--- src/rtl/mc_pkg.sv ---
package mc_pkg;

  typedef enum logic [3:0] {
    S_FETCH, S_DECODE, S_MADDR, S_MREAD, S_MLOAD, S_MSTORE,
    S_REX, S_RWB, S_IEX, S_IWB, S_BR, S_JMP, S_HALT
  } state_t;

  typedef enum logic [1:0] {
    ALU_ADD, ALU_SUB, ALU_SLT
  } alu_op_t;

  localparam logic [5:0] OP_RTYPE = 6'h00;
  localparam logic [5:0] OP_JMP   = 6'h02;
  localparam logic [5:0] OP_BEQ   = 6'h04;
  localparam logic [5:0] OP_ADDI  = 6'h08;
  localparam logic [5:0] OP_LOAD  = 6'h23;
  localparam logic [5:0] OP_STORE = 6'h2B;
  localparam logic [5:0] OP_STOP  = 6'h3F;
  localparam logic [5:0] FN_ADD   = 6'h20;
  localparam logic [5:0] FN_SLT   = 6'h2A;

endpackage

--- src/rtl/mc_alu.sv ---
module mc_alu
  import mc_pkg::*;
#(
  parameter int W = 32
) (
  input  logic [W-1:0] a,
  input  logic [W-1:0] b,
  input  alu_op_t      op,
  output logic [W-1:0] y,
  output logic         zero
);
  logic [W-1:0] diff;
  assign diff = a - b;

  always_comb begin
    unique case (op)
      ALU_SUB: y = diff;
      ALU_SLT: y = {{(W-1){1'b0}}, ($signed(a) < $signed(b))};
      default: y = a + b;
    endcase
  end

  assign zero = (diff == '0);
endmodule

--- src/rtl/mc_regfile.sv ---
module mc_regfile #(
  parameter int W = 32,
  parameter int N = 32,
  localparam int AW = $clog2(N)
) (
  input  logic          clk,
  input  logic [AW-1:0] ra1,
  input  logic [AW-1:0] ra2,
  output logic [W-1:0]  rd1,
  output logic [W-1:0]  rd2,
  input  logic          we,
  input  logic [AW-1:0] wa,
  input  logic [W-1:0]  wd
);
  logic [W-1:0] regs [N];

  always_ff @(posedge clk) begin
    if (we && wa != '0) regs[wa] <= wd;
  end

  assign rd1 = (ra1 == '0) ? '0 : regs[ra1];
  assign rd2 = (ra2 == '0) ? '0 : regs[ra2];
endmodule

--- src/rtl/mc_ctrl.sv ---
module mc_ctrl
  import mc_pkg::*;
(
  input  logic       clk,
  input  logic       rst,
  input  logic [5:0] opcode,
  input  logic [5:0] funct,
  input  logic       mem_ready,
  output state_t     state
);
  state_t nxt;

  always_comb begin
    nxt = state;
    unique case (state)
      S_FETCH:  if (mem_ready) nxt = S_DECODE;
      S_DECODE: begin
        unique case (opcode)
          OP_RTYPE: nxt = (funct == FN_ADD || funct == FN_SLT) ? S_REX : S_FETCH;
          OP_ADDI:  nxt = S_IEX;
          OP_LOAD,
          OP_STORE: nxt = S_MADDR;
          OP_BEQ:   nxt = S_BR;
          OP_JMP:   nxt = S_JMP;
          OP_STOP:  nxt = S_HALT;
          default:  nxt = S_FETCH;
        endcase
      end
      S_MADDR:  nxt = (opcode == OP_LOAD) ? S_MREAD : S_MSTORE;
      S_MREAD:  if (mem_ready) nxt = S_MLOAD;
      S_MSTORE: if (mem_ready) nxt = S_FETCH;
      S_REX:    nxt = S_RWB;
      S_IEX:    nxt = S_IWB;
      S_HALT:   nxt = S_HALT;
      default:  nxt = S_FETCH;
    endcase
  end

  always_ff @(posedge clk) begin
    if (rst) state <= S_FETCH;
    else     state <= nxt;
  end
endmodule

--- src/rtl/mc_core.sv ---
module mc_core
  import mc_pkg::*;
#(
  parameter int XLEN  = 32,
  parameter int NREGS = 32,
  parameter int CNT_W = 32
) (
  input  logic             clk,
  input  logic             rst,
  output logic [XLEN-1:0]  mem_addr,
  output logic [XLEN-1:0]  mem_wdata,
  output logic             mem_rd,
  output logic             mem_wr,
  input  logic [XLEN-1:0]  mem_rdata,
  input  logic             mem_ready,
  output logic             done,
  output logic [CNT_W-1:0] cycle_count
);
  localparam int RAW = $clog2(NREGS);

  state_t          state;
  logic [XLEN-1:0] pc, ir, a_q, b_q, mdr, alu_out;
  logic [XLEN-1:0] simm, alu_a, alu_b, alu_y, rd1, rd2, wd;
  logic            alu_zero, we;
  logic [RAW-1:0]  wa;
  alu_op_t         alu_op;

  assign simm = {{(XLEN-16){ir[15]}}, ir[15:0]};

  mc_ctrl u_ctrl (
    .clk(clk), .rst(rst), .opcode(ir[31:26]), .funct(ir[5:0]),
    .mem_ready(mem_ready), .state(state)
  );

  always_comb begin
    alu_a  = a_q;
    alu_b  = b_q;
    alu_op = ALU_ADD;
    unique case (state)
      S_DECODE: begin alu_a = pc; alu_b = simm << 2; end
      S_MADDR, S_IEX: alu_b = simm;
      S_REX: alu_op = (ir[5:0] == FN_SLT) ? ALU_SLT : ALU_ADD;
      S_BR:  alu_op = ALU_SUB;
      default: ;
    endcase
  end

  mc_alu #(.W(XLEN)) u_alu (
    .a(alu_a), .b(alu_b), .op(alu_op), .y(alu_y), .zero(alu_zero)
  );

  assign we = (state == S_RWB) || (state == S_IWB) || (state == S_MLOAD);
  assign wa = (state == S_RWB) ? ir[11+RAW-1:11] : ir[16+RAW-1:16];
  assign wd = (state == S_MLOAD) ? mdr : alu_out;

  mc_regfile #(.W(XLEN), .N(NREGS)) u_rf (
    .clk(clk), .ra1(ir[21+RAW-1:21]), .ra2(ir[16+RAW-1:16]),
    .rd1(rd1), .rd2(rd2), .we(we), .wa(wa), .wd(wd)
  );

  assign mem_rd    = (state == S_FETCH) || (state == S_MREAD);
  assign mem_wr    = (state == S_MSTORE);
  assign mem_addr  = (state == S_FETCH) ? pc : alu_out;
  assign mem_wdata = b_q;
  assign done      = (state == S_HALT);

  always_ff @(posedge clk) begin
    if (rst) begin
      pc          <= '0;
      ir          <= '0;
      a_q         <= '0;
      b_q         <= '0;
      mdr         <= '0;
      alu_out     <= '0;
      cycle_count <= '0;
    end else begin
      if (state != S_HALT) cycle_count <= cycle_count + 1'b1;
      unique case (state)
        S_FETCH: if (mem_ready) begin
          ir <= mem_rdata;
          pc <= pc + XLEN'(4);
        end
        S_DECODE: begin
          a_q     <= rd1;
          b_q     <= rd2;
          alu_out <= alu_y;
        end
        S_MADDR, S_REX, S_IEX: alu_out <= alu_y;
        S_MREAD: if (mem_ready) mdr <= mem_rdata;
        S_BR:    if (alu_zero) pc <= alu_out;
        S_JMP:   pc <= {pc[XLEN-1:28], ir[25:0], 2'b00};
        default: ;
      endcase
    end
  end
endmodule

--- config.mk ---
export PLATFORM = sky130hd
export DESIGN_NAME = mc_core
export DESIGN_NICKNAME = d
export VERILOG_FILES = /design/src/rtl/mc_pkg.sv /design/src/rtl/mc_alu.sv /design/src/rtl/mc_regfile.sv /design/src/rtl/mc_ctrl.sv /design/src/rtl/mc_core.sv
export SDC_FILE = /design/constraint.sdc
export NUM_CORES = 2
export LEC_CHECK = 0
export BUFFER_PORTS_ARGS = -buffer_cell sky130_fd_sc_hd__buf_2
export CAP_MARGIN = 10
export CORE_MARGIN = 1.5
export CORE_UTILIZATION = 64
export DETAILED_ROUTE_END_ITERATION = 12
export GPL_ROUTABILITY_DRIVEN = 0
export HOLD_SLACK_MARGIN = 0.02
export PLACE_DENSITY_LB_ADDON = 0.1
export RECOVER_POWER = 50
export SKIP_LAST_GASP = 1
export SYNTH_ARGS = -nofsm -noshare
export SYNTH_HDL_FRONTEND = slang
export SYNTH_SLANG_ARGS = --single-unit
--- constraint.sdc ---
create_clock -name clk -period 8.4 [get_ports clk]
set_input_delay 1.68 -clock clk [delete_from_list [all_inputs] [get_ports clk]]
set_output_delay 1.68 -clock clk [all_outputs]
set_load 0.05 [all_outputs]
* Yosys cells after proc, flatten, opt, wreduce, memory -nomap -nowiden
Memory sizes are Yosys's and may differ from the RTL's. A register that Yosys moved wholly into a read port is not among the register bits.
Index checks and enable logic that the tools add are counted.
** Storage, ports and cells
- Register bits after elaboration :: 228
- Logic and storage cells :: 90
- RAM bits :: 1024
- Input bits :: 35
- Memories :: 1
- Output and inout bits :: 99
** Memory list
- u_rf.regs :: depth 32, width 32, rd ports 2, clocked after Yosys merged registers in 2, write ports 1, line mc_regfile.sv:15 : logic [W-1:0] regs [N];
** Cells by class
- Add/sub/neg operators :: 4
- Mux-type cells :: 26
- Reductions and logical operators :: 21
- Bitwise logic cells :: 1
- Magnitude comparators :: 1
- Eq/ne operators :: 27
** Operator list (count)
- two-way mux 32 bit :: 7
- one-hot mux 32 bit (2 select lines) :: 2
- one-hot mux 32 bit (3 select lines) :: 1
- adder 32 x 1 -> 32 bit (second input constant) :: 1
- adder 32 x 3 -> 32 bit (second input constant) :: 1
- adder 32 bit :: 1
- zero test 32 bit :: 1
- less-than comparator 32 bit :: 1
- one-hot mux 4 bit (8 select lines) :: 1
- subtractor 32 bit :: 1
- == test 6 bit (second input constant) :: 5
- two-way mux 5 bit :: 5
- one-hot mux 4 bit (6 select lines) :: 1
- == test 4 bit (second input constant) :: 5
- == test 4 x 3 -> 1 bit (second input constant) :: 4
- two-way mux 4 bit :: 3
- zero test 5 bit :: 2
- == test 4 x 2 -> 1 bit (second input constant) :: 2
- == test 6 x 2 -> 1 bit (second input constant) :: 1
- == test 6 x 3 -> 1 bit (second input constant) :: 1
- == test 6 x 4 -> 1 bit (second input constant) :: 1
- zero test 6 bit :: 1
- two-way mux 3 bit :: 2
- inequality test 2 bit (second input constant) :: 3
- 20 further kinds :: 27

* Depth between registers and ports, before layout
- Word-level depth :: 7
- Gate-level depth with buffers :: 23
- Gate-level depth less buffers :: 19

* Modules after synthesis
A second synthesis with hierarchy kept.
** Second synthesis, totals
- Cell total of the unflattened synthesis :: 4631
- Area, all modules :: 63505.9 um^2
** Modules (own cells, without submodules)
- mc_regfile :: cells each 2564, instances 1, sequential area each 30749.5 um^2, area an instance 47929.7 um^2
- mc_core :: cells each 1373, instances 1, sequential area each 4484.3 um^2, area an instance 10926.7 um^2
- mc_alu :: cells each 629, instances 1, sequential area each 0.0 um^2, area an instance 4122.7 um^2
- mc_ctrl :: cells each 65, instances 1, sequential area each 80.1 um^2, area an instance 526.8 um^2

* Worst setup path after synthesis
Ideal clock, no wire load.
- Path kind :: reg2reg
- Start :: register u_ctrl.state[1]
- End :: register pc[30]
- Stages on the path, launching flop included :: 22
- Data required time :: 8269 ps
- Clock period less this slack :: 5424 ps
- Setup slack :: 2976 ps
- Buffers on the path :: 3
- Setup time :: 131 ps
- Data arrival time :: 5293 ps
- Cell sequence :: dfxtp_1 -> clkbuf_1 -> xnor2_1 -> nor3_1 -> nor2_1 -> nor2b_1 -> clkbuf_1 -> a21o_1 -> inv_1 -> ha_1 -> or3b_1 -> a31oi_1 -> o21a_1 -> or4_1 -> a2111oi_0 -> nand4_1 -> or4_1 -> nor4_1 -> nand3_1 -> buf_2 -> a2111oi_2 -> a211oi_1
** Between the ends
- Word-level cells in the longest chain between the ends :: 7
- Elaborated cells between the ends (all ways) :: 17
- Classes of those cells :: add/sub: 1; eq/ne: 7; mux: 3; bitwise: 1; reduce/logical: 5
** Ends and longest elaborated chain
- from (decl) :: line mc_ctrl.sv:9 : output state_t state
- from (signal assigned) :: line mc_ctrl.sv:41 : else state <= nxt;
- == test 4 x 2 -> 1 bit / == test 4 bit (equally long branches) :: line mc_core.sv:39 : unique case (state)
- OR reduction 2 bit :: line mc_core.sv:39
- one-hot mux 32 bit (2 select lines) :: line mc_core.sv:39
- subtractor 32 bit :: line mc_alu.sv:13 : assign diff = a - b;
- zero test 32 bit :: line mc_alu.sv:23 : assign zero = (diff == '0);
- inequality test 2 bit (no line)
- AND reduction 4 bit (no line)
- to (signal assigned) :: line mc_core.sv:81 : pc <= pc + XLEN'(4);
- to (signal assigned) :: line mc_core.sv:90 : S_BR: if (alu_zero) pc <= alu_out;
- to (signal assigned) :: line mc_core.sv:91 : S_JMP: pc <= {pc[XLEN-1:28], ir[25:0], 2'b00};
- to (decl) :: line mc_core.sv:22 : logic [XLEN-1:0] pc, ir, a_q, b_q, mdr, alu_out;
Parallel ways exist; a longest one is shown, timed or not.
A chain may end at the register's enable or synchronous reset.

* Final worst setup path
- Start :: register u_ctrl.state[1]
- End :: register pc[23]
** Between the ends
- Word-level cells in the longest chain between the ends :: 7
- Elaborated cells between the ends (all ways) :: 16
- Classes of those cells :: add/sub: 1; eq/ne: 7; mux: 3; reduce/logical: 5
** Ends and longest elaborated chain (line)
- == test 4 x 2 -> 1 bit / == test 4 bit (equally long branches) :: mc_core.sv:39
- OR reduction 2 bit :: mc_core.sv:39
- one-hot mux 32 bit (2 select lines) :: mc_core.sv:39
- subtractor 32 bit :: mc_alu.sv:13
- zero test 32 bit :: mc_alu.sv:23
- inequality test 2 bit (no line)
- AND reduction 3 bit (no line)
Parallel ways exist; a longest one is shown, timed or not.

==> impl_metrics.json <==
{
  "status": "complete, but fails checks",
  "violations": "max-capacitance violations, max-slew violations",
  "intPower_uw": 11360,
  "seq_area_frac_synth": 0.5705,
  "dr_wl_met2_um": 90140,
  "via_per_inst": 7.608,
  "drtAntennaViolNets": 0,
  "endpoint": "pc[23]$_SDFFE_PP0P_",
  "port_buffers": 133,
  "final_common_cell": "edfxtp_1",
  "num_vias": 41830,
  "clock.fmax_ghz": 0.1370,
  "slew_headroom": -1.606,
  "clkTransAtPathRegs_ns": 0.06,
  "start_kind": "flip-flop",
  "pwr-share-clk": 0.379,
  "grt_pass1_wl_um": 279800,
  "core-area_um2": 96570,
  "ir_drop_mv": 0.1728,
  "yosys_warnings": 0,
  "cts_sinks": 1262,
  "start_util": 0.6447,
  "maxCapViolCount": 4,
  "hold_violations": 0,
  "netlist_area_um2": 62250,
  "critPathArrivalTime_ns": 7.97,
  "dp_hpwl_um": 111100,
  "ctsResizeCount": 0,
  "die_y_um": 314.9,
  "p_leak_uw": 0.02208,
  "grt_max_degree": 145,
  "top_layer": "met5",
  "worstSetupPathType": "flip-flop to flip-flop",
  "synthToLayoutAreaGrowth_pct": 10.49,
  "antenna_found_initial": 8,
  "crit_start": "u_ctrl.state[1]$_SDFFE_PP0P_",
  "min_from": "mdr[18]$_SDFFE_PP0P_",
  "overflow": 0,
  "drive_above_1_share": 0.2701,
  "synth_edf_count": 1024,
  "dr.pass1.iters": 10,
  "fin_nets": 4219,
  "r2r.worst_path.cells": 22,
  "wl_per_cell_um": 35.67,
  "wl_met3_um": 30220,
  "critical_path_buf_inv_count": 5,
  "die_w_um": 314.9,
  "clk_path_buf_depth": 3,
  "fin_util": 0.7123,
  "path_cells": "inv_1, nand2_1, nor3_2, buf_4, nor2_2, buf_4, nor2b_1, buf_4, a21o_1, ha_1, nor4_1, and3_1, a21boi_0, or4_1, a2111oi_0, nand4_1, or4_1, nor4_1, and3_1, o211ai_1, buf_4, o22ai_1",
  "cts_setup_buffers": 0,
  "num-fill-cells": 6044,
  "drtIter0Drc": 7064,
  "drt-total-wl_um": 196100,
  "layout_common_cells": "1,024 x edfxtp_1, 640 x mux4_2, 291 x nand2_1",
  "finClkSkew_ns": 0.03303,
  "grt_usage": 0.3988,
  "synth.distinct_cells": 92,
  "path_depth": 22,
  "avgSynthCellArea_um2": 15.46,
  "ctsHoldBuffers": 0,
  "crit_family": "simple AND/OR/NAND/NOR gates",
  "reg2reg_to": "pc[23]$_SDFFE_PP0P_",
  "final.min_clock_period_ns": 7.301,
  "clockRootBuffer": "clkbuf_16",
  "r2r_start": "u_ctrl.state[1]$_SDFFE_PP0P_",
  "tightest_slew_ns": 3.910,
  "synth_seq_cells": 1262,
  "r2r_setup_slack_ns": 1.10,
  "critical_path.most_common_cell": "buf_4",
  "slowest_delay_ns": 0.69,
  "holdCritPathClass": "flip-flop to flip-flop",
  "power.total_uw": 15590,
  "required_ns": 9.07,
  "multi_input_area_um2": 25610,
  "crit_fanout": 22,
  "grt_pass1_vias": 40312,
  "dieArea_um2": 99150,
  "setup_violations": 0,
  "cts_buffers": 134,
  "rows": 114,
  "p_switching_uw": 4233,
  "drc": 0,
  "syn_inst": 4026,
  "swShare": 0.2715,
  "wl_met1_um": 67310,
  "slowest_stage": "ha_1",
  "io_pins": 134,
  "pwr-share-comb": 0.165,
  "async_flop_share": 0,
  "min_period_over_period": 0.8692,
  "rsz0062_at_grt": "false",
  "seqPwrFrac": 0.456,
  "cts.htree.levels": 4,
  "finalSetupTns_ns": 0,
  "critPathCaptureType": "flip-flop",
  "insertion_delay_ns": 0.77,
  "synth-main-ff-cell": "edfxtp_1",
  "regArea_um2": 35550,
  "power.density_nw_per_um2": 226.6,
  "slew_violations": 222,
  "cts_tree": "built"
}
## routing by layer
metal | GRT usage | vias to the layer above
met4 | 0.1536 | 10
met2 | 0.6016 | 3572
met3 | 0.1241 | 615
li1 | - | 16458
met5 | 0 | -
met1 | 0.5508 | 21175
## flip-flops by register name (all words and copies together), names as in the netlist, named ones only
signal,flops
pc,32
a_q,32
mdr,32
cycle_count,32
alu_out,32
ir,32
u_ctrl.state,4
mem_wdata,32
u_rf.regs,1024
## cell type report
| cell class | instances | area share |
|---|---|---|
| clock buffer | 184 | 0.05513 |
| sequential | 1262 | 0.5168 |
| clock inverter | 58 | 0.007803 |
| timing repair buffer | 217 | 0.01884 |
| tap | 1276 | 0.02321 |
| multi-input combinational | 2391 | 0.3723 |
| inverter | 109 | 0.005948 |
| antenna | 1 | 0.00003638 |
## worst min-delay path by stage
stage                     cells past startpoint                    to
after CTS                                     2   mdr[4]$_SDFFE_PP0P_
after detailed placement                      2  mdr[31]$_SDFFE_PP0P_
after global routing                          2  a_q[22]$_SDFFE_PP0N_
after global placement                        2  mdr[31]$_SDFFE_PP0P_
final                                         2  mdr[18]$_SDFFE_PP0P_
after floorplan                               2   a_q[1]$_SDFFE_PP0N_
## stage by stage
step / cells / hold slack, ns / setup WS (ns) / cell area (µm²)
after floorplan: 4057 / 0.4314 / 2.976 / 62370
after global routing: 5498 / 0.4675 / 0.7220 / 68790
final: 5498 / 0.4516 / 1.099 / 68790
after CTS: 5496 / 0.4545 / 1.365 / 68860
after global placement: 5254 / 0.4385 / 1.599 / 64530
after detailed placement: 5254 / 0.4446 / 1.470 / 64530
## worst register-to-register path, cell delays in order, from the launching register on
cell       delay, ns
dfxtp_1         0.56
inv_1           0.25
nand2_1         0.25
nor3_2          0.07
buf_4           0.26
nor2_2          0.39
buf_4           0.34
nor2b_1         0.08
buf_4           0.20
a21o_1          0.18
ha_1            0.69
nor4_1          0.22
and3_1          0.22
a21boi_0        0.14
or4_1           0.54
a2111oi_0       0.44
nand4_1         0.14
or4_1           0.48
nor4_1          0.56
and3_1          0.54
o211ai_1        0.14
buf_4           0.26
o22ai_1         0.26
## cells in the mapped netlist, types with 28 or more instances
| library cell | n | area share |
|---|---|---|
| edfxtp_1 | 1024 | 0.49 |
| mux2i_1 | 35 | 0.0056 |
| a21oi_1 | 244 | 0.020 |
| clkbuf_1 | 217 | 0.013 |
| a21o_1 | 28 | 0.0034 |
| dfxtp_1 | 238 | 0.077 |
| mux2_2 | 97 | 0.018 |
| nor2_1 | 233 | 0.014 |
| mux4_2 | 640 | 0.23 |
| buf_1 | 64 | 0.0039 |
| o21ai_0 | 106 | 0.0085 |
| nor3_1 | 58 | 0.0047 |
| nand2_1 | 291 | 0.018 |
| nand3_1 | 42 | 0.0034 |
| xnor2_1 | 39 | 0.0055 |
| inv_1 | 104 | 0.0063 |
| ha_1 | 67 | 0.013 |
| a221oi_1 | 33 | 0.0046 |
## cells by family after synthesis
group,share of synthesized area
AOI/OAI and AO/OA,0.06681
xor gates and xnor gates,0.009145
adders and majority gates,0.01411
buffers and inverters,0.02484
DFF,0.5705
muxes,0.2547
other,0.00006024
and+or+nand+nor,0.05987
## power groups by stage
stage | Sequential (µW) | Clock (µW) | Combinational (µW)
floorplan | 7160 | 0 | 1760
CTS | 7090 | 5930 | 2490
global route | 7110 | 6170 | 2670
detailed placement | 7230 | 0 | 2460
global placement | 7220 | 0 | 2440
finish | 7110 | 5910 | 2570
(Power assumes the default switching activity.)
